File: src/rtl/smb_seq_pkg.sv
package smb_seq_pkg;

    typedef enum logic [3:0] {
        P_QUICK = 4'd0,
        P_SEND  = 4'd1,
        P_RECV  = 4'd2,
        P_WRB   = 4'd3,
        P_RDB   = 4'd4,
        P_WRW   = 4'd5,
        P_RDW   = 4'd6,
        P_PCALL = 4'd7,
        P_BWR   = 4'd8,
        P_BRD   = 4'd9,
        P_BPC   = 4'd10,
        P_IWR   = 4'd11,
        P_IRD   = 4'd12
    } proto_e;

    typedef enum logic [2:0] {
        OP_NONE   = 3'd0,
        OP_START  = 3'd1,
        OP_RSTART = 3'd2,
        OP_WRITE  = 3'd3,
        OP_READ   = 3'd4,
        OP_STOP   = 3'd5
    } op_e;

    typedef enum logic [1:0] {
        ST_OK     = 2'd0,
        ST_NACK   = 2'd1,
        ST_PROTO  = 2'd2,
        ST_BADREQ = 2'd3
    } stat_e;

    typedef enum logic [3:0] {
        S_IDLE, S_START, S_ADDR1, S_CMD, S_WCNT, S_WDAT, S_RSTART,
        S_ADDR2, S_RCNT, S_RDAT, S_DRAIN, S_STOP, S_FIN
    } seq_e;

endpackage

File: src/rtl/smb_len_chk.sv
module smb_len_chk
    import smb_seq_pkg::*;
#(
    parameter int unsigned MAX_LEN = 32,
    parameter int unsigned LEN_W   = 6
) (
    input  logic [3:0]       req_proto,
    input  logic [LEN_W-1:0] req_len,
    input  logic [3:0]       cur_proto,
    input  logic [7:0]       rx_cnt,
    output logic             req_ok,
    output logic             cnt_ok
);
    localparam int unsigned LIM_PC = MAX_LEN - 1;

    logic len_full;
    logic len_pc;

    always_comb begin
        len_full = (req_len != '0) && (32'(req_len) <= MAX_LEN);
        len_pc   = (req_len != '0) && (32'(req_len) <= LIM_PC);
        case (proto_e'(req_proto))
            P_QUICK, P_SEND, P_RECV, P_WRB, P_RDB,
            P_WRW, P_RDW, P_PCALL, P_BRD:  req_ok = 1'b1;
            P_BWR, P_IWR, P_IRD:           req_ok = len_full;
            P_BPC:                         req_ok = len_pc;
            default:                       req_ok = 1'b0;
        endcase
    end

    always_comb begin
        if (proto_e'(cur_proto) == P_BPC) begin
            cnt_ok = (rx_cnt != 8'd0) && (32'(rx_cnt) <= LIM_PC);
        end else begin
            cnt_ok = (rx_cnt != 8'd0) && (32'(rx_cnt) <= MAX_LEN);
        end
    end

endmodule

File: src/rtl/smb_rd_store.sv
module smb_rd_store #(
    parameter int unsigned MAX_LEN = 32,
    parameter int unsigned LEN_W   = 6
) (
    input  logic                 clk,
    input  logic                 rst_n,
    input  logic                 clr,
    input  logic                 wr_en,
    input  logic [LEN_W-1:0]     wr_idx,
    input  logic [7:0]           wr_byte,
    output logic [MAX_LEN*8-1:0] rd_data
);
    for (genvar k = 0; k < int'(MAX_LEN); k++) begin : g_byte
        logic [7:0] byte_d, byte_q;

        always_comb begin
            byte_d = byte_q;
            if (clr) begin
                byte_d = 8'd0;
            end else if (wr_en && (wr_idx == LEN_W'(k))) begin
                byte_d = wr_byte;
            end
        end

        always_ff @(posedge clk or negedge rst_n) begin
            if (!rst_n) byte_q <= 8'd0;
            else        byte_q <= byte_d;
        end

        assign rd_data[k*8 +: 8] = byte_q;
    end

endmodule

File: src/rtl/smb_seq_fsm.sv
module smb_seq_fsm
    import smb_seq_pkg::*;
#(
    parameter int unsigned MAX_LEN = 32,
    parameter int unsigned LEN_W   = 6
) (
    input  logic                 clk,
    input  logic                 rst_n,
    input  logic                 req_valid,
    input  logic [3:0]           req_proto,
    input  logic [6:0]           req_addr,
    input  logic [7:0]           req_cmd,
    input  logic [LEN_W-1:0]     req_len,
    input  logic [MAX_LEN*8-1:0] req_wdata,
    input  logic                 req_ok,
    input  logic                 cnt_ok,
    input  logic                 eng_done,
    input  logic                 eng_ack,
    input  logic [7:0]           eng_rbyte,
    output logic                 req_ready,
    output logic                 done,
    output logic [1:0]           status,
    output logic [LEN_W-1:0]     rd_count,
    output logic [3:0]           cur_proto,
    output logic                 eng_valid,
    output logic [2:0]           eng_op,
    output logic [7:0]           eng_wbyte,
    output logic                 eng_rack,
    output logic                 st_clr,
    output logic                 st_wr,
    output logic [LEN_W-1:0]     st_idx,
    output logic [7:0]           st_byte
);
    localparam logic [LEN_W-1:0] ONE = LEN_W'(1);

    typedef struct packed {
        seq_e                 st;
        logic                 busy;
        proto_e               proto;
        logic [6:0]           addr;
        logic [7:0]           cmd;
        logic [LEN_W-1:0]     len;
        logic [LEN_W-1:0]     idx;
        logic [LEN_W-1:0]     total;
        stat_e                stat;
        logic [LEN_W-1:0]     rcount;
        logic [MAX_LEN*8-1:0] wdata;
    } seq_t;

    seq_t q, d;
    op_e  op;
    logic is_wr;
    logic last_rd;

    function automatic logic [7:0] pick(input logic [MAX_LEN*8-1:0] w,
                                        input logic [LEN_W-1:0] i);
        logic [7:0] b;
        b = 8'd0;
        for (int k = 0; k < int'(MAX_LEN); k++) begin
            if (i == LEN_W'(k)) b = w[k*8 +: 8];
        end
        return b;
    endfunction

    // Action presented to the byte engine, decoded from the current state
    always_comb begin
        op        = OP_NONE;
        eng_wbyte = 8'd0;
        eng_rack  = 1'b0;
        last_rd   = (q.idx == (q.total - ONE));
        case (q.st)
            S_START:  op = OP_START;
            S_RSTART: op = OP_RSTART;
            S_ADDR1: begin
                op = OP_WRITE;
                if (q.proto == P_QUICK) eng_wbyte = {q.addr, q.wdata[0]};
                else                    eng_wbyte = {q.addr, q.proto == P_RECV};
            end
            S_ADDR2: begin
                op        = OP_WRITE;
                eng_wbyte = {q.addr, 1'b1};
            end
            S_CMD: begin
                op        = OP_WRITE;
                eng_wbyte = q.cmd;
            end
            S_WCNT: begin
                op        = OP_WRITE;
                eng_wbyte = 8'(q.len);
            end
            S_WDAT: begin
                op        = OP_WRITE;
                eng_wbyte = pick(q.wdata, q.idx);
            end
            S_RCNT: begin
                op       = OP_READ;
                eng_rack = 1'b1;
            end
            S_RDAT: begin
                op       = OP_READ;
                eng_rack = !last_rd;
            end
            S_DRAIN:  op = OP_READ;
            S_STOP:   op = OP_STOP;
            default:  op = OP_NONE;
        endcase
        is_wr     = (op == OP_WRITE);
        eng_valid = (op != OP_NONE) && !q.busy;
        eng_op    = 3'(op);
    end

    // Sequencing
    always_comb begin
        d      = q;
        st_clr = 1'b0;
        st_wr  = 1'b0;
        case (q.st)
            S_IDLE: begin
                if (req_valid) begin
                    d.proto  = proto_e'(req_proto);
                    d.addr   = req_addr;
                    d.cmd    = req_cmd;
                    d.len    = req_len;
                    d.wdata  = req_wdata;
                    d.idx    = '0;
                    d.total  = '0;
                    d.rcount = '0;
                    d.busy   = 1'b0;
                    st_clr   = 1'b1;
                    if (req_ok) begin
                        d.st   = S_START;
                        d.stat = ST_OK;
                    end else begin
                        d.st   = S_FIN;
                        d.stat = ST_BADREQ;
                    end
                end
            end
            S_FIN: d.st = S_IDLE;
            default: begin
                if (!q.busy) begin
                    d.busy = 1'b1;
                end else if (eng_done) begin
                    d.busy = 1'b0;
                    d.idx  = '0;
                    if (is_wr && !eng_ack) begin
                        d.stat = ST_NACK;
                        d.st   = S_STOP;
                    end else begin
                        case (q.st)
                            S_START: d.st = S_ADDR1;
                            S_ADDR1: begin
                                case (q.proto)
                                    P_QUICK: d.st = S_STOP;
                                    P_RECV: begin
                                        d.st    = S_RDAT;
                                        d.total = ONE;
                                    end
                                    default: d.st = S_CMD;
                                endcase
                            end
                            S_CMD: begin
                                case (q.proto)
                                    P_SEND: d.st = S_STOP;
                                    P_WRB: begin
                                        d.st    = S_WDAT;
                                        d.total = ONE;
                                    end
                                    P_WRW, P_PCALL: begin
                                        d.st    = S_WDAT;
                                        d.total = LEN_W'(2);
                                    end
                                    P_IWR: begin
                                        d.st    = S_WDAT;
                                        d.total = q.len;
                                    end
                                    P_BWR, P_BPC: begin
                                        d.st    = S_WCNT;
                                        d.total = q.len;
                                    end
                                    default: d.st = S_RSTART;
                                endcase
                            end
                            S_WCNT: d.st = S_WDAT;
                            S_WDAT: begin
                                d.idx = q.idx + ONE;
                                if (q.idx == (q.total - ONE)) begin
                                    d.idx = '0;
                                    if ((q.proto == P_PCALL) || (q.proto == P_BPC)) d.st = S_RSTART;
                                    else                                            d.st = S_STOP;
                                end
                            end
                            S_RSTART: d.st = S_ADDR2;
                            S_ADDR2: begin
                                case (q.proto)
                                    P_BRD, P_BPC: d.st = S_RCNT;
                                    P_RDW, P_PCALL: begin
                                        d.st    = S_RDAT;
                                        d.total = LEN_W'(2);
                                    end
                                    P_IRD: begin
                                        d.st    = S_RDAT;
                                        d.total = q.len;
                                    end
                                    default: begin
                                        d.st    = S_RDAT;
                                        d.total = ONE;
                                    end
                                endcase
                            end
                            S_RCNT: begin
                                if (cnt_ok) begin
                                    d.st    = S_RDAT;
                                    d.total = eng_rbyte[LEN_W-1:0];
                                end else begin
                                    d.st   = S_DRAIN;
                                    d.stat = ST_PROTO;
                                end
                            end
                            S_RDAT: begin
                                st_wr    = 1'b1;
                                d.rcount = q.idx + ONE;
                                d.idx    = q.idx + ONE;
                                if (last_rd) d.st = S_STOP;
                            end
                            S_DRAIN: d.st = S_STOP;
                            S_STOP:  d.st = S_FIN;
                            default: d.st = S_IDLE;
                        endcase
                    end
                end
            end
        endcase
    end

    always_ff @(posedge clk or negedge rst_n) begin
        if (!rst_n) begin
            q       <= '0;
            q.st    <= S_IDLE;
            q.stat  <= ST_OK;
            q.proto <= P_QUICK;
        end else begin
            q <= d;
        end
    end

    assign req_ready = (q.st == S_IDLE);
    assign done      = (q.st == S_FIN);
    assign status    = q.stat;
    assign rd_count  = q.rcount;
    assign cur_proto = q.proto;
    assign st_idx    = q.idx;
    assign st_byte   = eng_rbyte;

endmodule

File: src/rtl/smb_host_seq.sv
module smb_host_seq
    import smb_seq_pkg::*;
#(
    parameter int unsigned MAX_LEN = 32,
    localparam int unsigned LEN_W  = $clog2(MAX_LEN + 1)
) (
    input  logic                 clk,
    input  logic                 rst_n,
    input  logic                 req_valid,
    output logic                 req_ready,
    input  logic [3:0]           req_proto,
    input  logic [6:0]           req_addr,
    input  logic [7:0]           req_cmd,
    input  logic [LEN_W-1:0]     req_len,
    input  logic [MAX_LEN*8-1:0] req_wdata,
    output logic                 done,
    output logic [1:0]           status,
    output logic [LEN_W-1:0]     rd_count,
    output logic [MAX_LEN*8-1:0] rd_data,
    output logic                 eng_valid,
    output logic [2:0]           eng_op,
    output logic [7:0]           eng_wbyte,
    output logic                 eng_rack,
    input  logic                 eng_done,
    input  logic                 eng_ack,
    input  logic [7:0]           eng_rbyte
);
    logic             req_ok, cnt_ok;
    logic [3:0]       cur_proto;
    logic             st_clr, st_wr;
    logic [LEN_W-1:0] st_idx;
    logic [7:0]       st_byte;

    smb_len_chk #(.MAX_LEN(MAX_LEN), .LEN_W(LEN_W)) u_len (
        .req_proto (req_proto),
        .req_len   (req_len),
        .cur_proto (cur_proto),
        .rx_cnt    (eng_rbyte),
        .req_ok    (req_ok),
        .cnt_ok    (cnt_ok)
    );

    smb_seq_fsm #(.MAX_LEN(MAX_LEN), .LEN_W(LEN_W)) u_fsm (
        .clk       (clk),
        .rst_n     (rst_n),
        .req_valid (req_valid),
        .req_proto (req_proto),
        .req_addr  (req_addr),
        .req_cmd   (req_cmd),
        .req_len   (req_len),
        .req_wdata (req_wdata),
        .req_ok    (req_ok),
        .cnt_ok    (cnt_ok),
        .eng_done  (eng_done),
        .eng_ack   (eng_ack),
        .eng_rbyte (eng_rbyte),
        .req_ready (req_ready),
        .done      (done),
        .status    (status),
        .rd_count  (rd_count),
        .cur_proto (cur_proto),
        .eng_valid (eng_valid),
        .eng_op    (eng_op),
        .eng_wbyte (eng_wbyte),
        .eng_rack  (eng_rack),
        .st_clr    (st_clr),
        .st_wr     (st_wr),
        .st_idx    (st_idx),
        .st_byte   (st_byte)
    );

    smb_rd_store #(.MAX_LEN(MAX_LEN), .LEN_W(LEN_W)) u_store (
        .clk     (clk),
        .rst_n   (rst_n),
        .clr     (st_clr),
        .wr_en   (st_wr),
        .wr_idx  (st_idx),
        .wr_byte (st_byte),
        .rd_data (rd_data)
    );

endmodule

File: config.mk
export PLATFORM = sky130hd
export DESIGN_NAME = smb_host_seq
export DESIGN_NICKNAME = d
export VERILOG_FILES = /design/src/rtl/smb_seq_pkg.sv /design/src/rtl/smb_len_chk.sv /design/src/rtl/smb_rd_store.sv /design/src/rtl/smb_seq_fsm.sv /design/src/rtl/smb_host_seq.sv
export SDC_FILE = /design/constraint.sdc
export NUM_CORES = 1
export LEC_CHECK = 0
export CORE_MARGIN = 2
export CORE_UTILIZATION = 47
export DETAILED_ROUTE_END_ITERATION = 10
export PLACE_DENSITY_LB_ADDON = 0.12
export SLEW_MARGIN = 20
export SYNTH_ARGS = -nofsm -noshare
export SYNTH_HDL_FRONTEND = slang
export SYNTH_HIERARCHICAL = 1
export SYNTH_SLANG_ARGS = --single-unit
File: constraint.sdc
create_clock -name clk -period 3.19 [get_ports clk]
set_input_delay 0.7975 -clock clk [delete_from_list [all_inputs] [get_ports clk]]
set_output_delay 0.7975 -clock clk [all_outputs]
set_load 0.01 [all_outputs]
### Yosys cells after proc, flatten, opt, wreduce, memory -nomap -nowiden

Index checks and enable logic that the tools add are counted.

* reductions and logical operators: 106
* equality and inequality tests: 77
* mux-type cells: 142
* add/subtract/negate cells: 2
* magnitude comparators: 4
* bitwise logic cells: 1

Operator list (number)
* $mux W8: 96
* $mux W306: 1
* $eq A6 B5 Y1 const B: 16
* $reduce_bool A2 Y1: 35
* $eq A4 B4 Y1 const B: 15
* $eq A6 B4 Y1 const B: 8
* $eq A4 B3 Y1 const B: 11
* $pmux W4 S11: 1
* $mux W20: 2
* $pmux W20 S2: 1
* $pmux W8 S5: 1
* $logic_and A1 B1 Y1: 38
* $pmux W6 S3: 2
* $mux W6: 5
* $eq A4 B2 Y1 const B: 6
* $eq A6 B3 Y1 const B: 4
* $mux W4: 6
* $pmux W6 S4: 1
* $pmux W4 S2: 2
* $pmux W3 S5: 1
* $eq A4 B1 Y1 const B: 3
* $eq A6 B2 Y1 const B: 2
* $logic_not A4 Y1: 3
* $mux W12: 1
* other kinds (39): 71

* register bits: 562
* input bits: 294

### Longest topological paths before layout

Gate-level depths: netlist of run 1.

* word-level depth: 34
* gate-level depth with buffers: 11
* mapped depth without buffers: 9

### Modules after synthesis

The synthesis of run 1 kept the hierarchy.

Modules (own cells, without submodules)
* smb_seq_fsm: times used 1, sequential area each 7657.3 µm², area an instance 16115.5 µm², cells an instance 2041
* smb_rd_store: times used 1, sequential area each 6406.1 µm², area an instance 11405.9 µm², cells an instance 893
* smb_len_chk: times used 1, sequential area each 0.0 µm², area an instance 107.6 µm², cells an instance 14

### Worst setup path before layout of run 1

Ideal clock, no wire load.

* kind: register -> output
* start: reg u_fsm.q, in the netlist u_fsm/st_idx[0]
* end: out eng_wbyte[0]
* path buffers: 2
* stages on the path, launching flop included: 12
* data required time: 2.393 ns
* setup slack: -0.041 ns
* data arrival time: 2.434 ns
* cell sequence: dfrtp_1 -> inv_1 -> ha_1 -> buf_4 -> or3b_1 -> clkbuf_1 -> nor2_1 -> a221oi_1 -> o311ai_2 -> o211ai_1 -> a311oi_1 -> a2bb2oi_1

* cells in the longest elaborated chain, start to end: 34

RTL lines
* start, declared: line smb_seq_fsm.sv:50 `seq_t q, d;`
* $logic_not A6 Y1: line smb_seq_fsm.sv:60 `if (i == LEN_W'(k)) b = w[k*8 +: 8];`
* $mux W8 (31 in a row): line smb_seq_fsm.sv:60
* $mux W8 *: line smb_seq_fsm.sv:60
* $pmux W8 S5 *: line smb_seq_fsm.sv:71 `case (q.st)`
* end, declared: line smb_host_seq.sv:22 `output logic [7:0] eng_wbyte,`

Mark *: on every way between the ends. The rest lies on a longest branch, timed or not.

### Worst setup path after layout of run 1

* start: reg u_fsm.q, in the netlist u_fsm/st_idx[1]
* end: out eng_wbyte[0]

Same word-level chain as after synthesis.

==> results of run 1 <==
==> metrics by stage <==
| stage | hold WS, ns | total power [W] |
|---|---|---|
| CTS | 0.174 | 0.0245 |
| finish | 0.152 | 0.0245 |
| global route | 0.179 | 0.0258 |
| global placement | 0.459 | 0.0173 |
| floorplan | 0.437 | 0.0140 |
| detailed placement | 0.466 | 0.0174 |
==> registers in the layout, summed over array words and instances, names as in the netlist <==
name and cells:
u_fsm/q 288, u_store/g_byte.byte_q 256, u_fsm/rd_count 6, u_fsm/st_idx 6, u_fsm/cur_proto 4, u_fsm/status 2
==> layout make-up <==
type,instances,area [µm²]
antenna,1,2.50
clock buffer,83,1650
clock inverter,23,248
fill,4730,19300
inverter,20,87.6
multi-input combinational,2154,13100
sequential,562,14100
tap,765,957
timing repair buffer,907,8590
==> routing by layer <==
layer  routed length (µm)  vias to the layer above  GRT usage
li1                     -                    11419          -
met1                43000                    12340      0.449
met2                48800                     1026      0.543
met3                 6560                      201     0.0514
met4                 3750                        2      0.119
met5                   13                        -          0
==> final timing paths <==
check                                     start                      endpoint  depth (start not counted)
worst min-delay path                      rst_n  u_store/g_byte[14].byte_q[0]                          1
worst max-delay path            u_fsm/st_idx[1]                  eng_wbyte[0]                         12
worst min register to register     u_fsm/q[223]                  u_fsm/q[223]                          2
max in group asynchronous                 rst_n                  u_fsm/q[137]                          2
worst max register to register     u_fsm/q[302]  u_store/g_byte[17].byte_q[2]                         10
min in group clk                   u_fsm/q[223]                  u_fsm/q[223]                          2
==> cell usage after synthesis (12+ instances only) <==
master    instances  area [µm²]
nand2_1         930        3490
dfrtp_1         562       14100
nand2b_1        279        1750
mux2i_1         259        2590
clkbuf_1        128         480
nor2_1          100         375
a21oi_1          68         340
o21ai_0          57         285
nor3_1           41         205
nand3_1          39         195
buf_4            38         285
buf_2            28         140
a22oi_1          23         173
a221oi_1         21         184
o22ai_1          20         125
inv_1            19        71.3
nand2_2          18         113
a211oi_1         15         113
o211ai_1         15         113
nor2b_1          13        81.3
a31oi_1          12        75.1
==> logic make-up (layout without fill, tap and decap cells) <==
kind of cell    count (synthesis)  after routing  synth area share
fa+ha+maj                       5              5           0.00226
compound gates                340            340            0.0865
simple gates                 1534           1534             0.262
flops                         562            562             0.509
mux                           263            263            0.0955
other cells                     0              1                 0
buf+inv                       232           1033            0.0409
xor+xnor                       12             12           0.00408
==> critical path: cells and delay by family, from the launching register on <==
kind	cells	cell delay, ns
and+or+nand+nor	2	0.55
adders and majority gates	1	0.17
AOI/OAI and AO/OA	5	1.22
buffers and inverters	4	0.50
DFF	1	0.44
==> power breakdown <==
| part | switching (W) | total [W] | internal, W |
|---|---|---|---|
| clock | 0.00293 | 0.00677 | 0.00385 |
| sequential | 0.00171 | 0.0106 | 0.00892 |
| combinational | 0.00417 | 0.00715 | 0.00298 |
==> repair_timing <==
| item | CTS | global route |
|---|---|---|
| gates resized for setup | 148 | 46 |
| pin swaps | 45 | 28 |
| setup buffers | 13 | 10 |
| setup endpoints to repair | 13 | 10 |
| gates cloned | 0 | 1 |
==> impl_metrics.ini, run 1 <==
[cts]
h-tree-depth = 2
cts_max_path_buffers = 3
cts_root_buf = clkbuf_16
worst_skew_pair.late_latency_ns = 0.63
cts_tree = yes
ctsHoldBuffers = 0
cts_buffers = 58
clkSinkCount = 562
path_clk_slew_ns = 0.06

[routing]
antenna_left = 0
drtPass1Iterations = 6
drc = 0
via_per_inst = 5.53
first_iter_violations = 2183
wire_per_inst_um = 22.6
routed_wl_um = 102000
via_count = 24988

[global_route]
grt_usage = 0.332
grt_pass1_wl_um = 154000
antenna_found_initial = 1
grt_max_degree = 199
grt_pass1_vias = 25152
gr-total-overflow = 0

[timing]
slew_violations = 0
setup_viol = 9
rsz0062_at_grt = yes
period_needed_ns = 4.30
tns_ns = -7.76
finalCritPeriodShare = 1.35
fin_ws_ns = -1.11
skew_ns = 0.0110
hold_viol = 0
relSlewSlack = 0.494
tightest_slew_ns = 0.759
max_freq_ghz = 0.233

[worst_setup_path]
cpMostUsedCell = buf_6
path_cells = inv_4, ha_4, buf_6, or3b_4, nor2_4, a221oi_2, o311ai_2, o211ai_1, a311oi_1, buf_4, a2bb2oi_4, buf_6
critical_path.slowest_cell = dfrtp_2
critPathKind = flip-flop to output port
start_kind = flip-flop
slowest_delay_ns = 0.44
worst_setup_path_end_kind = output port
r2r_slack_ns = 0.51
worstPathRequired_ns = 2.39
crit_path_max_fanout = 4
cp.arrival_ns = 3.50

[synth]
synth_ff_type = dfrtp_1
ys_warn_count = 6
async_reset_ff_frac = 1.00
syn_inst = 2948
yosys_register_bits = 562
avgSynthCellArea_um2 = 9.37
synth_nets = 3247
syn_area_um2 = 27600
synth_edf_count = 0
synth_cell_types = 96
seq_area_frac_synth = 0.509

[floorplanning]
core_area_um2 = 57900
die_w_um = 246
fp.dieH_um = 246
core.rowCount = 88
die-area_um2 = 60700
start_util = 0.477
pin_count = 573

[finish]
nets = 4002
final_common_cell = nand2_1
final_cell_mix = 926 x nand2_1, 559 x clkdlybuf4s50_1, 556 x dfrtp_1
final_cells = 4515
final_util = 0.667
areaGrowthSynthToFinish_pct = 39.9
layout-drive-gt1-share = 0.162
final_area_um2 = 38700

[run_status]
status = finished with violations
violations = setup timing

[power_and_ir_drop]
powerDensity_nw_per_um2 = 635
power_leakage_nw = 19.2
peakVddDrop_uv = 577

[place]
dp.cells = 4388
gp_congestion = 0.978
dp_hpwl_um = 77100
post-place-ws_ns = -1.08
postPlaceCellArea_um2 = 35900
io_buffers = 572

[run]
max_cap_viol_count = 0

[hold_path]
hp-class = primary input to async pin
Power figures use the tool's default switching activity.
==> run 2, diff against run 1 <==
--- a/config.mk
+++ b/config.mk
@@ -6,9 +6,10 @@
 export NUM_CORES = 1
 export LEC_CHECK = 0
 export CORE_MARGIN = 2
-export CORE_UTILIZATION = 47
+export CORE_UTILIZATION = 45
 export DETAILED_ROUTE_END_ITERATION = 10
 export PLACE_DENSITY_LB_ADDON = 0.12
+export SETUP_SLACK_MARGIN = 0.15
 export SLEW_MARGIN = 20
 export SYNTH_ARGS = -nofsm -noshare
 export SYNTH_HDL_FRONTEND = slang
==> run 2 against run 1 <==
  * The flow still finishes with violations (setup timing)
  * Hold slack improved by 0.0074 ns
  * Final area rose by 0.17%
  * Sequential share of layout area fell by 0.065 points
  * Clock skew rose by 0.0076 ns
  * Largest cell class unchanged
  * Highest routed layer is now met4
==> impl_metrics.ini, run 2 (same netlist as run 1, synthesis figures left out) <==
[finish]
top_register = u_fsm/q
layout-drive-gt1-share = 0.164
final_cell_mix = 924 x nand2_1, 557 x dfrtp_1, 556 x clkdlybuf4s50_1
nets = 4004
areaGrowthSynthToFinish_pct = 40.1
final_cells = 4537
largestRegisters = u_fsm/q x288, u_store/g_byte.byte_q x256
final_common_cell = nand2_1
largest_reg_flops = 288

[timing]
whs_ns = 0.160
tightest_slew_ns = 0.754
skew_ns = 0.0186
finalCritPeriodShare = 1.33
period_needed_ns = 4.25
rsz0062_at_grt = yes
hold_viol = 0
slew_violations = 0
max_freq_ghz = 0.235
setup_viol = 8
relSlewSlack = 0.497
fin_ws_ns = -1.06

[cts]
path_clk_slew_ns = 0.06
clkSinkCount = 562
worst_skew_pair.late_latency_ns = 0.64
cts_max_path_buffers = 3
cts_buffers = 59
ctsHoldBuffers = 0
h-tree-depth = 2
cts_root_buf = clkbuf_16
cts_tree = yes

[floorplanning]
fp.dieH_um = 252
core.rowCount = 90
start_util = 0.456
die-area_um2 = 63400
core_area_um2 = 60600
die_w_um = 252
pin_count = 573

[routing]
drtPass1Iterations = 5
routed_wl_um = 104000
antenna_left = 0
via_per_inst = 5.50
via_count = 24965
first_iter_violations = 2143
wire_per_inst_um = 22.9
drc = 0

[power_and_ir_drop]
peakVddDrop_uv = 678
power_leakage_nw = 19.3
powerDensity_nw_per_um2 = 647

[worst_setup_path]
reg2reg_depth = 16
crit_path_max_fanout = 6
critPathKind = flip-flop to output port
worstPathRequired_ns = 2.39
start_kind = flip-flop
worst_setup_path_end_kind = output port
cp.arrival_ns = 3.46

[run]
max_cap_viol_count = 0

[global_route]
grt_pass1_vias = 25403
grt_usage = 0.323
gr-total-overflow = 0
grt_max_degree = 128
antenna_found_initial = 1
grt_pass1_wl_um = 157000

[place]
dp.cells = 4401
dp_hpwl_um = 78900
gp_congestion = 0.982
io_buffers = 572
post-place-ws_ns = -1.29

[run_status]
violations = setup timing
status = finished with violations

[hold_path]
hp-class = primary input to async pin
[run 2: where the power goes]
part | leakage [nW] | switching (W) | internal (W)
combinational | 11.0 | 0.00423 | 0.00307
sequential | 7.37 | 0.00174 | 0.00892
clock | 0.995 | 0.00297 | 0.00413
[run 2: critical path, cell delays in order, from the launching register on]
cell,delay [ns]
dfrtp_2,0.47
inv_4,0.11
ha_4,0.19
or3b_4,0.45
nor2_2,0.14
a221oi_2,0.08
o311ai_2,0.29
o211ai_1,0.28
a311oi_1,0.30
buf_4,0.18
a2bb2oi_4,0.20
buf_6,0.13
[run 2: cell type report]
cell class | instances | area [µm²]
fillers | 5059 | 21900
flip-flops and latches | 562 | 14100
multi-input cells | 2154 | 13000
repair buffers | 908 | 8580
clock buffers | 80 | 1690
well taps | 782 | 978
clock inverters | 29 | 330
inverters | 20 | 87.6
diodes | 2 | 5.00
[run 2: final timing paths]
kind                                 start                           end  slack, ns
min in group clk               u_fsm/q[58]                   u_fsm/q[58]       0.48
hold / removal                       rst_n  u_store/g_byte[11].byte_q[2]       0.16
setup reg to reg           u_fsm/st_idx[3]                  u_fsm/q[303]       0.10
hold reg to reg                u_fsm/q[58]                   u_fsm/q[58]       0.48
setup / recovery           u_fsm/st_idx[1]                  eng_wbyte[0]      -1.06
max in group asynchronous            rst_n   u_store/g_byte[5].byte_q[7]       1.92
[run 2: metrics by stage]
step	cell area [µm²]	setup TNS, ns	util	total power (W)
global route	38700	-8.52	0.639	0.0263
detailed placement	35900	-7.80	0.593	0.0176
floorplan	27700	0	-	0.0140
finish	38700	-7.82	0.639	0.0251
global placement	35900	-7.66	0.593	0.0174
CTS	38500	-8.25	0.635	0.0250
[run 2: what timing repair did]
action / 4_1_cts / 5_1_grt
pin swaps: 38 / 33
setup buffers: 20 / 5
resized for setup: 144 / 50
gates cloned: 0 / 0
setup endpoints to repair: 15 / 17
[run 2: routing by layer]
metal | vias to the layer above | global-route usage | wire length [µm] | part of all wire
li1 | 11407 | - | - | -
met1 | 12402 | 0.437 | 43500 | 0.42
met2 | 990 | 0.538 | 50000 | 0.48
met3 | 166 | 0.0483 | 6840 | 0.066
met4 | 0 | 0.100 | 3410 | 0.033
met5 | - | 0 | 0 | 0
